## config.mk

```make
export PLATFORM = sky130hd
export DESIGN_NAME = pkt_drop_buffer
export DESIGN_NICKNAME = d
export VERILOG_FILES = /design/src/rtl/pkt_drop_pkg.sv /design/src/rtl/pkt_store.sv /design/src/rtl/pkt_ingress_ctl.sv /design/src/rtl/pkt_egress.sv /design/src/rtl/pkt_drop_buffer.sv
export SDC_FILE = /design/constraint.sdc
export NUM_CORES = 2
export LEC_CHECK = 0
export BUFFER_PORTS_ARGS = -buffer_cell sky130_fd_sc_hd__clkbuf_2
export CAP_MARGIN = 20
export CELL_PAD_IN_SITES_DETAIL_PLACEMENT = 0
export CELL_PAD_IN_SITES_GLOBAL_PLACEMENT = 1
export CORE_ASPECT_RATIO = 1.5
export CORE_MARGIN = 3
export CORE_UTILIZATION = 50
export CTS_CLUSTER_SIZE = 12
export DETAILED_ROUTE_END_ITERATION = 10
export PLACE_DENSITY = 0.81
export SYNTH_ARGS = -nofsm -noshare
export SYNTH_HDL_FRONTEND = slang
export SYNTH_MEMORY_MAX_BITS = 65536
export SYNTH_SLANG_ARGS = --single-unit
```

## constraint.sdc

```tcl
create_clock -name clk -period 6.05 [get_ports clk]
set_input_delay 0.3025 -clock clk [delete_from_list [all_inputs] [get_ports clk]]
set_output_delay 0.3025 -clock clk [all_outputs]
set_load 0.01 [all_outputs]
```

## src/rtl/pkt_drop_pkg.sv

```systemverilog
package pkt_drop_pkg;
  // Ingress packet tracking
  typedef enum logic [1:0] {
    ING_IDLE    = 2'd0,
    ING_STORE   = 2'd1,
    ING_DISCARD = 2'd2
  } ing_state_e;
endpackage

```

## src/rtl/pkt_store.sv

```systemverilog
module pkt_store #(
  parameter int WIDTH = 69,
  parameter int DEPTH = 64,
  localparam int AW = $clog2(DEPTH)
) (
  input  logic             clk,
  input  logic             wr_en,
  input  logic [AW-1:0]    wr_addr,
  input  logic [WIDTH-1:0] wr_data,
  input  logic [AW-1:0]    rd_addr,
  output logic [WIDTH-1:0] rd_data
);
  logic [WIDTH-1:0] mem_q [DEPTH];

  always_ff @(posedge clk) begin
    if (wr_en) mem_q[wr_addr] <= wr_data;
  end

  assign rd_data = mem_q[rd_addr];
endmodule

```

## src/rtl/pkt_ingress_ctl.sv

```systemverilog
module pkt_ingress_ctl
  import pkt_drop_pkg::*;
#(
  parameter int DEPTH = 64,
  localparam int PW = $clog2(DEPTH)
) (
  input  logic        clk,
  input  logic        rst_n,
  input  logic        in_valid,
  input  logic        in_sop,
  input  logic        in_eop,
  input  logic        in_err,
  output logic        in_ready,
  input  logic [PW:0] rd_ptr,
  output logic [PW:0] com_ptr,
  output logic        wr_en,
  output logic [PW-1:0] wr_addr
);
  localparam logic [PW:0] DEPTH_P   = (PW+1)'(DEPTH);
  localparam logic [PW:0] READY_MAX = DEPTH_P - (PW+1)'(2);

  ing_state_e  st_q, st_d;
  logic [PW:0] spec_q, spec_d, com_q, com_d, base, used;
  logic        rdy_q, accept;

  assign used     = spec_q - rd_ptr;
  assign in_ready = (used <= READY_MAX);
  assign accept   = in_valid & rdy_q;
  assign base     = in_sop ? com_q : spec_q;
  assign wr_addr  = base[PW-1:0];
  assign com_ptr  = com_q;

  always_comb begin
    st_d   = st_q;
    spec_d = spec_q;
    com_d  = com_q;
    wr_en  = 1'b0;
    if (accept) begin
      if (in_err) begin
        spec_d = com_q;
        st_d   = in_eop ? ING_IDLE : ING_DISCARD;
      end else if (!in_sop && st_q != ING_STORE) begin
        if (in_eop) st_d = ING_IDLE;
      end else begin
        wr_en  = 1'b1;
        spec_d = base + (PW+1)'(1);
        if (in_eop) begin
          com_d = base + (PW+1)'(1);
          st_d  = ING_IDLE;
        end else begin
          st_d  = ING_STORE;
        end
      end
    end
  end

  always_ff @(posedge clk or negedge rst_n) begin
    if (!rst_n) begin
      rdy_q  <= 1'b0;
      st_q   <= ING_IDLE;
      spec_q <= '0;
      com_q  <= '0;
    end else begin
      rdy_q <= in_ready;
      if (accept) begin
        st_q   <= st_d;
        spec_q <= spec_d;
        com_q  <= com_d;
      end
    end
  end

  // occupancy never exceeds the ring
  a_r3_no_overflow: assert property (@(posedge clk) disable iff (!rst_n)
    used <= DEPTH_P);
  // no write unless ready was seen in the previous cycle
  a_r2_latency_one: assert property (@(posedge clk) disable iff (!rst_n)
    (in_valid && !$past(in_ready)) |-> !wr_en);
  // an errored beat leaves no uncommitted beats behind
  a_r7_rollback: assert property (@(posedge clk) disable iff (!rst_n)
    (accept && in_err) |=> (spec_q == com_q));
  // committed region lies within the stored region
  a_r6_commit_inside: assert property (@(posedge clk) disable iff (!rst_n)
    (com_q - rd_ptr) <= used);
endmodule

```

## src/rtl/pkt_egress.sv

```systemverilog
module pkt_egress #(
  parameter int DEPTH = 64,
  localparam int PW = $clog2(DEPTH)
) (
  input  logic        clk,
  input  logic        rst_n,
  input  logic [PW:0] com_ptr,
  input  logic        ent_sop,
  input  logic        ent_eop,
  input  logic        out_ready,
  output logic        out_valid,
  output logic [PW:0] rd_ptr
);
  logic [PW:0] rd_q, rd_d;
  logic        mid_q, mid_d, take;

  assign out_valid = (com_ptr != rd_q);
  assign take      = out_valid & out_ready;
  assign rd_ptr    = rd_q;

  always_comb begin
    rd_d  = rd_q + (PW+1)'(1);
    mid_d = ~ent_eop;
  end

  always_ff @(posedge clk or negedge rst_n) begin
    if (!rst_n) begin
      rd_q  <= '0;
      mid_q <= 1'b0;
    end else if (take) begin
      rd_q  <= rd_d;
      mid_q <= mid_d;
    end
  end

  // a stalled beat keeps its slot
  a_r10_hold: assert property (@(posedge clk) disable iff (!rst_n)
    (out_valid && !out_ready) |=> (out_valid && rd_q == $past(rd_q)));
  // start flag appears exactly at packet boundaries
  a_r4_framing: assert property (@(posedge clk) disable iff (!rst_n)
    out_valid |-> (ent_sop == !mid_q));
endmodule

```

## src/rtl/pkt_drop_buffer.sv

```systemverilog
module pkt_drop_buffer #(
  parameter int DATA_W = 64,
  parameter int DEPTH  = 64,
  localparam int EMPTY_W = $clog2(DATA_W/8),
  localparam int PW      = $clog2(DEPTH),
  localparam int ENT_W   = DATA_W + EMPTY_W + 2
) (
  input  logic               clk,
  input  logic               rst_n,
  input  logic               in_valid,
  output logic               in_ready,
  input  logic               in_sop,
  input  logic               in_eop,
  input  logic [DATA_W-1:0]  in_data,
  input  logic [EMPTY_W-1:0] in_empty,
  input  logic               in_err,
  output logic               out_valid,
  input  logic               out_ready,
  output logic               out_sop,
  output logic               out_eop,
  output logic [DATA_W-1:0]  out_data,
  output logic [EMPTY_W-1:0] out_empty
);
  logic [1:0]         rst_pipe_q;
  logic               rst_ni;
  logic [PW:0]        rd_ptr, com_ptr;
  logic               wr_en;
  logic [PW-1:0]      wr_addr;
  logic [EMPTY_W-1:0] wr_empty;
  logic [ENT_W-1:0]   wr_ent, rd_ent;

  // asynchronous assert, synchronous release
  always_ff @(posedge clk or negedge rst_n) begin
    if (!rst_n) rst_pipe_q <= 2'b00;
    else        rst_pipe_q <= {rst_pipe_q[0], 1'b1};
  end
  assign rst_ni = rst_pipe_q[1];

  assign wr_empty = in_eop ? (in_empty & ~EMPTY_W'(1)) : '0;
  assign wr_ent   = {in_sop, in_eop, wr_empty, in_data};

  pkt_ingress_ctl #(.DEPTH(DEPTH)) u_ing (
    .clk(clk), .rst_n(rst_ni),
    .in_valid(in_valid), .in_sop(in_sop), .in_eop(in_eop), .in_err(in_err),
    .in_ready(in_ready), .rd_ptr(rd_ptr), .com_ptr(com_ptr),
    .wr_en(wr_en), .wr_addr(wr_addr)
  );

  pkt_store #(.WIDTH(ENT_W), .DEPTH(DEPTH)) u_mem (
    .clk(clk), .wr_en(wr_en), .wr_addr(wr_addr), .wr_data(wr_ent),
    .rd_addr(rd_ptr[PW-1:0]), .rd_data(rd_ent)
  );

  pkt_egress #(.DEPTH(DEPTH)) u_egr (
    .clk(clk), .rst_n(rst_ni), .com_ptr(com_ptr),
    .ent_sop(rd_ent[ENT_W-1]), .ent_eop(rd_ent[ENT_W-2]),
    .out_ready(out_ready), .out_valid(out_valid), .rd_ptr(rd_ptr)
  );

  assign out_sop   = rd_ent[ENT_W-1];
  assign out_eop   = rd_ent[ENT_W-2];
  assign out_empty = rd_ent[DATA_W +: EMPTY_W];
  assign out_data  = rd_ent[DATA_W-1:0];

  // stalled output content is steady
  a_r10_data_stable: assert property (@(posedge clk) disable iff (!rst_ni)
    (out_valid && !out_ready) |=> ($stable(out_data) && $stable(out_empty)
                                   && $stable(out_eop)));
  // empty is even and only set on an end beat
  a_r5_empty_even: assert property (@(posedge clk) disable iff (!rst_ni)
    out_valid |-> (!out_empty[0] && (out_eop || out_empty == '0)));
endmodule

```

**After elaboration in Yosys (flattened, before gate mapping)**

Memory sizes are Yosys's and may differ from the RTL's.
Index checks and enable logic that the tools add are counted.

- Register bits: 26
- Latch bits: 0
- RAM bits: 4416
- Bits in read-only memories: 0
- Input bits: 74
- Output and inout port bits: 71
- Logic and storage cells: 38
- Memories kept: 1

- Add/subtract/negate cells: 3
- Multiply operators: 0
- Div/mod/pow operators: 0
- $lt $le $gt $ge: 1
- Eq/ne operators: 4
- Shift-type cells: 0
- Mux-type cells: 14
- Bitwise logic cells: 4
- Reductions and logical operators: 5

Memory list:

| memory | words | width | read ports | clocked after Yosys merged registers in | write ports | line | RTL |
|---|---|---|---|---|---|---|---|
| u_mem.mem_q | 64 | 69 | 1 | 0 | 1 | pkt_store.sv:13 | `logic [WIDTH-1:0] mem_q [DEPTH];` |

Operator list:

| cell | number |
|---|---|
| 7-bit 2-to-1 mux | 3 |
| 7-bit by 1-bit adder with 7-bit output, second input constant | 2 |
| 2-bit 2-to-1 mux | 4 |
| 7-bit by 6-bit <= comparator with 1-bit output, second input constant | 1 |
| 7-bit != test | 1 |
| 7-bit subtractor | 1 |
| 1-bit 2-to-1 mux | 6 |
| 2-bit AND reduction | 2 |
| 4-bit AND reduction | 1 |
| 3-bit 2-to-1 mux | 1 |
| 3-bit != test, second input constant | 1 |
| 1-bit bitwise AND | 2 |
| 2-bit by 1-bit != test with 1-bit output, second input constant | 1 |
| 2-bit != test, second input constant | 1 |
| 1-bit NOT | 2 |
| 1-bit logical AND | 1 |
| 1-bit zero test | 1 |

**Longest topological paths before layout**

- Word-level depth: 7
- Mapped depth: 9
- Mapped depth without buffers: 8

**Hierarchy**

Synthesis repeated with hierarchy kept, for this count alone.

- Cells, all modules: 7146
- Area, all modules: 168437.8 um2

Modules (own cells, without submodules):

| module | times used | cells each | area an instance (um2) | seq. area each (um2) |
|---|---|---|---|---|
| pkt_store | 1 | 6936 | 166532.2 | 132607.2 |
| pkt_ingress_ctl | 1 | 166 | 1416.4 | 425.4 |
| pkt_egress | 1 | 38 | 419.2 | 175.2 |
| pkt_drop_buffer | 1 | 6 | 70.1 | 50.0 |

**Worst setup path before layout**

OpenSTA, ideal clock, no wires.

- Kind: input-to-reg
- Start: input port in_sop
- End: memory u_mem.mem_q[24][0], enable pin
- Setup time: 0.495 ns
- Arrival: 4.384 ns
- Data required time: 5.555 ns
- Path slack: 1.172 ns
- Cell stages on the path: 7
- Path buffers: 3
- Cell sequence: buf_2 > buf_2 > inv_1 > a21oi_1 > clkbuf_1 > nand4_1 > nor2_1

- Longest elaborated chain between the ends: 7
- Elaborated cells between the ends (all ways): 8
- Classes of those cells: mux: 6; reduce/logical: 2

Ends and longest elaborated chain:

| element | line | RTL |
|---|---|---|
| from (decl) | pkt_drop_buffer.sv:12 | `input logic in_sop,` |
| 1-bit zero test | pkt_ingress_ctl.sv:42 | `end else if (!in_sop && st_q != ING_STORE) begin` |
| 1-bit logical AND | pkt_ingress_ctl.sv:42 |  |
| 1-bit 2-to-1 mux | pkt_ingress_ctl.sv:42 |  |
| 1-bit 2-to-1 mux | pkt_ingress_ctl.sv:39 | `if (in_err) begin` |
| 1-bit 2-to-1 mux | pkt_ingress_ctl.sv:38 | `if (accept) begin` |
| 1-bit 2-to-1 mux | pkt_store.sv:16 | `if (wr_en) mem_q[wr_addr] <= wr_data;` |
| 1-bit 2-to-1 mux (not written as such) | pkt_store.sv:16 |  |
| to (decl) | pkt_store.sv:13 |  |

Several ways; a longest one is shown, not always the timed one.

**Worst setup path in the final report**

- Start: register u_egr.rd_q[3] (netlist: u_egr.rd_ptr[3])
- End: output port out_data[1]

- Longest elaborated chain between the ends: 1

Ends and longest elaborated chain:

| element | line | RTL |
|---|---|---|
| from (decl) | pkt_egress.sv:14 | `logic [PW:0] rd_q, rd_d;` |
| from (signal assigned) | pkt_egress.sv:31 | `rd_q <= rd_d;` |
| memory 64 x 69 bit | n/a |  |
| to (decl) | pkt_drop_buffer.sv:21 | `output logic [DATA_W-1:0] out_data,` |

No other way between the ends.

==> results by group <==
Placed design
  – Pre-CTS WS: between 1500 and 2000 ps
  – PortBufs: around 140
  – Final HPWL DP: 231000 um
  – Gp weighted congestion: 0.828
  – Cell count after placement: 11700
  – DP Area: roughly 0.17 mm^2

Clock tree
  – Root buf cell: clkbuf_16
  – Clk slew on worst S/H paths: roughly 70 ps
  – Clock Tree Buf Depth: 4
  – Clk_lat worst skew: approximately 960 ps
  – TritonCTS clock tree: done
  – CTS H-tree lvls: 5
  – CTS buffer count: approximately 420
  – Sink Count: 4378

Global routing
  – Number of global-route vias before repair: around 83000
  – First-pass GRT wire length: around 620000 um
  – GRT met2 Usage: between 40% and 50%
  – Initial antenna violation count: 9
  – Largest net degree at the start of global routing: roughly 140
  – Grt ovf: 0
  – M1 GR Usage: a little under a third
  – Layer with the highest usage: met2
  – Met3 Use GR: 5.19%
  – GRT Overall Usage: between 20% and 30%

Die
  – Die height: a little over 700 um
  – Rows: around 260
  – Core area: 0.330 mm^2
  – Die area: roughly 0.34 mm^2
  – Initial Util: approximately half
  – Number of I/O pins: ~150
  – Horiz. Die Dim: 476 um

Setup path
  – Critical Path Fanout Max: 26
  – CP Capture Type: output pin
  – Critical path required time: between 5000 and 6000 ps
  – Worst-path cell chain: inv_2, nor2_1, nand2_4, buf_4, o22ai_1, o21ai_1, clkbuf_2
  – Slowest-stage cell, CP: dfrtp_1
  – Crit path max-delay family: buffers and inverters
  – CP Launch Type: flop
  – CP peak stage delay: a little under 900 ps
  – Crit path arrival time: 4860 ps
  – WP buf/inv: 3
  – Critical setup path kind: flop to output pin

Yosys
  – Yosys top cell by area: edfxtp_1
  – Seq/Total Area, Yosys: about four fifths
  – Synth Cell Area: approximately 0.17 mm^2
  – Syn nets: between 7000 and 8000
  – Area share of the largest cell type after synthesis: 78.8%
  – Most common cell in the netlist: edfxtp_1
  – Post-synth EDFFs: approximately 4400
  – Synth area leaders: edfxtp_1 (79%), mux4_2 (12%), mux2i_1 (2.5%)
  – Cell count after synthesis: 7310
  – FF+latch count, synth: 4378
  – Post-synth ARST share: less than 1%
  – Yosys cell types: 54
  – Main synth FF type: edfxtp_1
  – Mapped Avg Cell Area: approximately 23 um^2
  – Synth warnings: 0
  – Most frequent cells after synthesis: edfxtp_1 (4352), mux4_2 (885), mux2i_1 (414)

Timing
  – WHS: between 20 and 25 ps
  – Unrepaired setup endpoints after global routing: false
  – Worst Skew: around 74 ps
  – Tmin final: ~5200 ps
  – Fmax achieved: 194 MHz
  – Final setup TNS: 0 ps
  – Final period utilization: around 85%
  – Fin. max-slew vios: 0
  – Slew @ Worst Pin: approximately 1200 ps
  – Fin. Hold Viols: 0
  – Final setup violating endpoints: 0
  – Slew headroom: 18.8%
  – Final setup margin: 883 ps

Power
  – P_int: 55.1 mW
  – Leak: roughly 58 nW
  – Net Switching: approximately 24 mW
  – PD cells: 423 mW/mm^2
  – Sw Share: roughly 30%
  – Seq pwr share: between 40% and 50%
  – Worst vdd ir: about 0.00049 V
  – Design Power: 78.8 mW
  – Combinational power share: 27.5%
  – Clock share of power: between 20 and 30%

Hold path
  – Worst Hold Class: input port to flop

Outcome
  – Status: finished, final reports clean

Routing
  – DR pass1 iterations: 6
  – Drt total wl: roughly 440000 um
  – Routed WL per cell: between 30 and 40 um
  – Detail Route Antenna Nets: 0
  – DRT iter0 DRCs: approximately 12000
  – Detailed-route via count: just over 80000
  – Via/cell ratio: between 6 and 7
  – DRC: 0

Finish
  – Layout Cells excl Fill: 12300
  – Cell area after layout: approximately 0.19 mm^2
  – Layout area overhead: 12.4%
  – Final Util: 56.6%
  – Nets: 7889
  – Layout cells sized above 1: 24.0%

Run
  – Maxcap violations: 0
-- area by class of cell --
type | instances | area (um^2)
tap | 4420 | 5530
inverter | 19 | 73.8
clock inverter | 40 | 558
multi-input combinational | 2496 | 32900
sequential | 4378 | 131000
timing repair buffer | 494 | 5200
fill | 23100 | 143000
antenna | 6 | 15.0
clock buffer | 491 | 10800
-- state kept, by name (all words and copies together), names as in the netlist --
| signal | cells |
|---|---|
| u_egr.rd_ptr | 7 |
| u_ing.st_q | 2 |
| u_ing.spec_q | 7 |
| rst_pipe_q | 2 |
| u_ing.rdy_q | 1 |
| u_mem.mem_q | 4352 |
| u_ing.com_ptr | 7 |
-- path summary, 6_finish.rpt --
| kind | end | slack [ps] | start | cells past startpoint |
|---|---|---|---|---|
| setup / recovery | out_data[1] | 880 | u_egr.rd_ptr[3] | 7 |
| hold / removal | u_mem.mem_q[45][5] | 20 | in_data[5] | 1 |
| setup reg to reg | u_mem.mem_q[22][23] | 2170 | u_ing.com_ptr[0] | 4 |
| hold reg to reg | u_ing.rdy_q | 280 | rst_pipe_q[1] | 1 |
| max in group asynchronous | u_egr.rd_ptr[1] | 5430 | rst_pipe_q[1] | 1 |
| min in group asynchronous | rst_pipe_q[1] | 270 | rst_n | 3 |
-- per-layer routing --
layer  vias to the layer above  wire (um)
li1                      32200          -
met1                     43100     149000
met2                      5141     222000
met3                      1171      43100
met4                         6      25600
met5                         -         40
-- logic make-up (layout without fill, tap and decap cells) --
logic type,after synthesis,in the layout,share of synthesized area [%]
xor+xnor,21,21,0.111
fa+ha+maj,9,9,0.0725
other cells,2,8,0.00453
compound gates,939,939,4.03
simple gates,223,223,0.685
buf+inv,436,1044,1.33
flops,4378,4378,79.2
mux,1302,1302,14.5
-- timing repair --
| action | CTS | global route |
|---|---|---|
| hold buffers | 5 | 57 |
| endpoints found under the hold margin | 15 | 2623 |
| gates resized for setup | 0 | 0 |
| setup buffers | 0 | 0 |
-- cells in the final DEF (no fill, tap or decap), types with 17 or more instances in the layout --
cell              n
mux4_2          885
dfrtp_1          22
clkbuf_2        142
o21ai_0          17
clkbuf_16       422
a22oi_1         275
a221oi_2         29
a22o_1           68
edfxtp_1       4352
nand2_1          29
inv_1            17
o22ai_1         274
nor2_4           67
buf_12          127
o21ai_1         135
mux2i_1         414
dlygate4sd3_1    62
buf_4           158
a211oi_1         68
a221oi_1         39
or3_1            69
clkbuf_1         69
-- power by group through the flow --
stage | clock network [mW] | logic, mW | registers, mW
floorplan | 0 | 14.4 | 34.3
global placement | 0 | 21.4 | 34.6
detailed placement | 0 | 21.6 | 34.6
CTS | 23.4 | 21.7 | 34.0
global route | 24.5 | 22.8 | 33.9
finish | 23.2 | 21.7 | 34.0
-- worst register-to-register path, stage by stage (launching register included) --
cell and delay [ps]:
dfrtp_1 470, mux2i_1 440, nand4_1 890, nor2_4 1180, buf_4 530
Note: power is estimated with default switching activity, not from simulation.
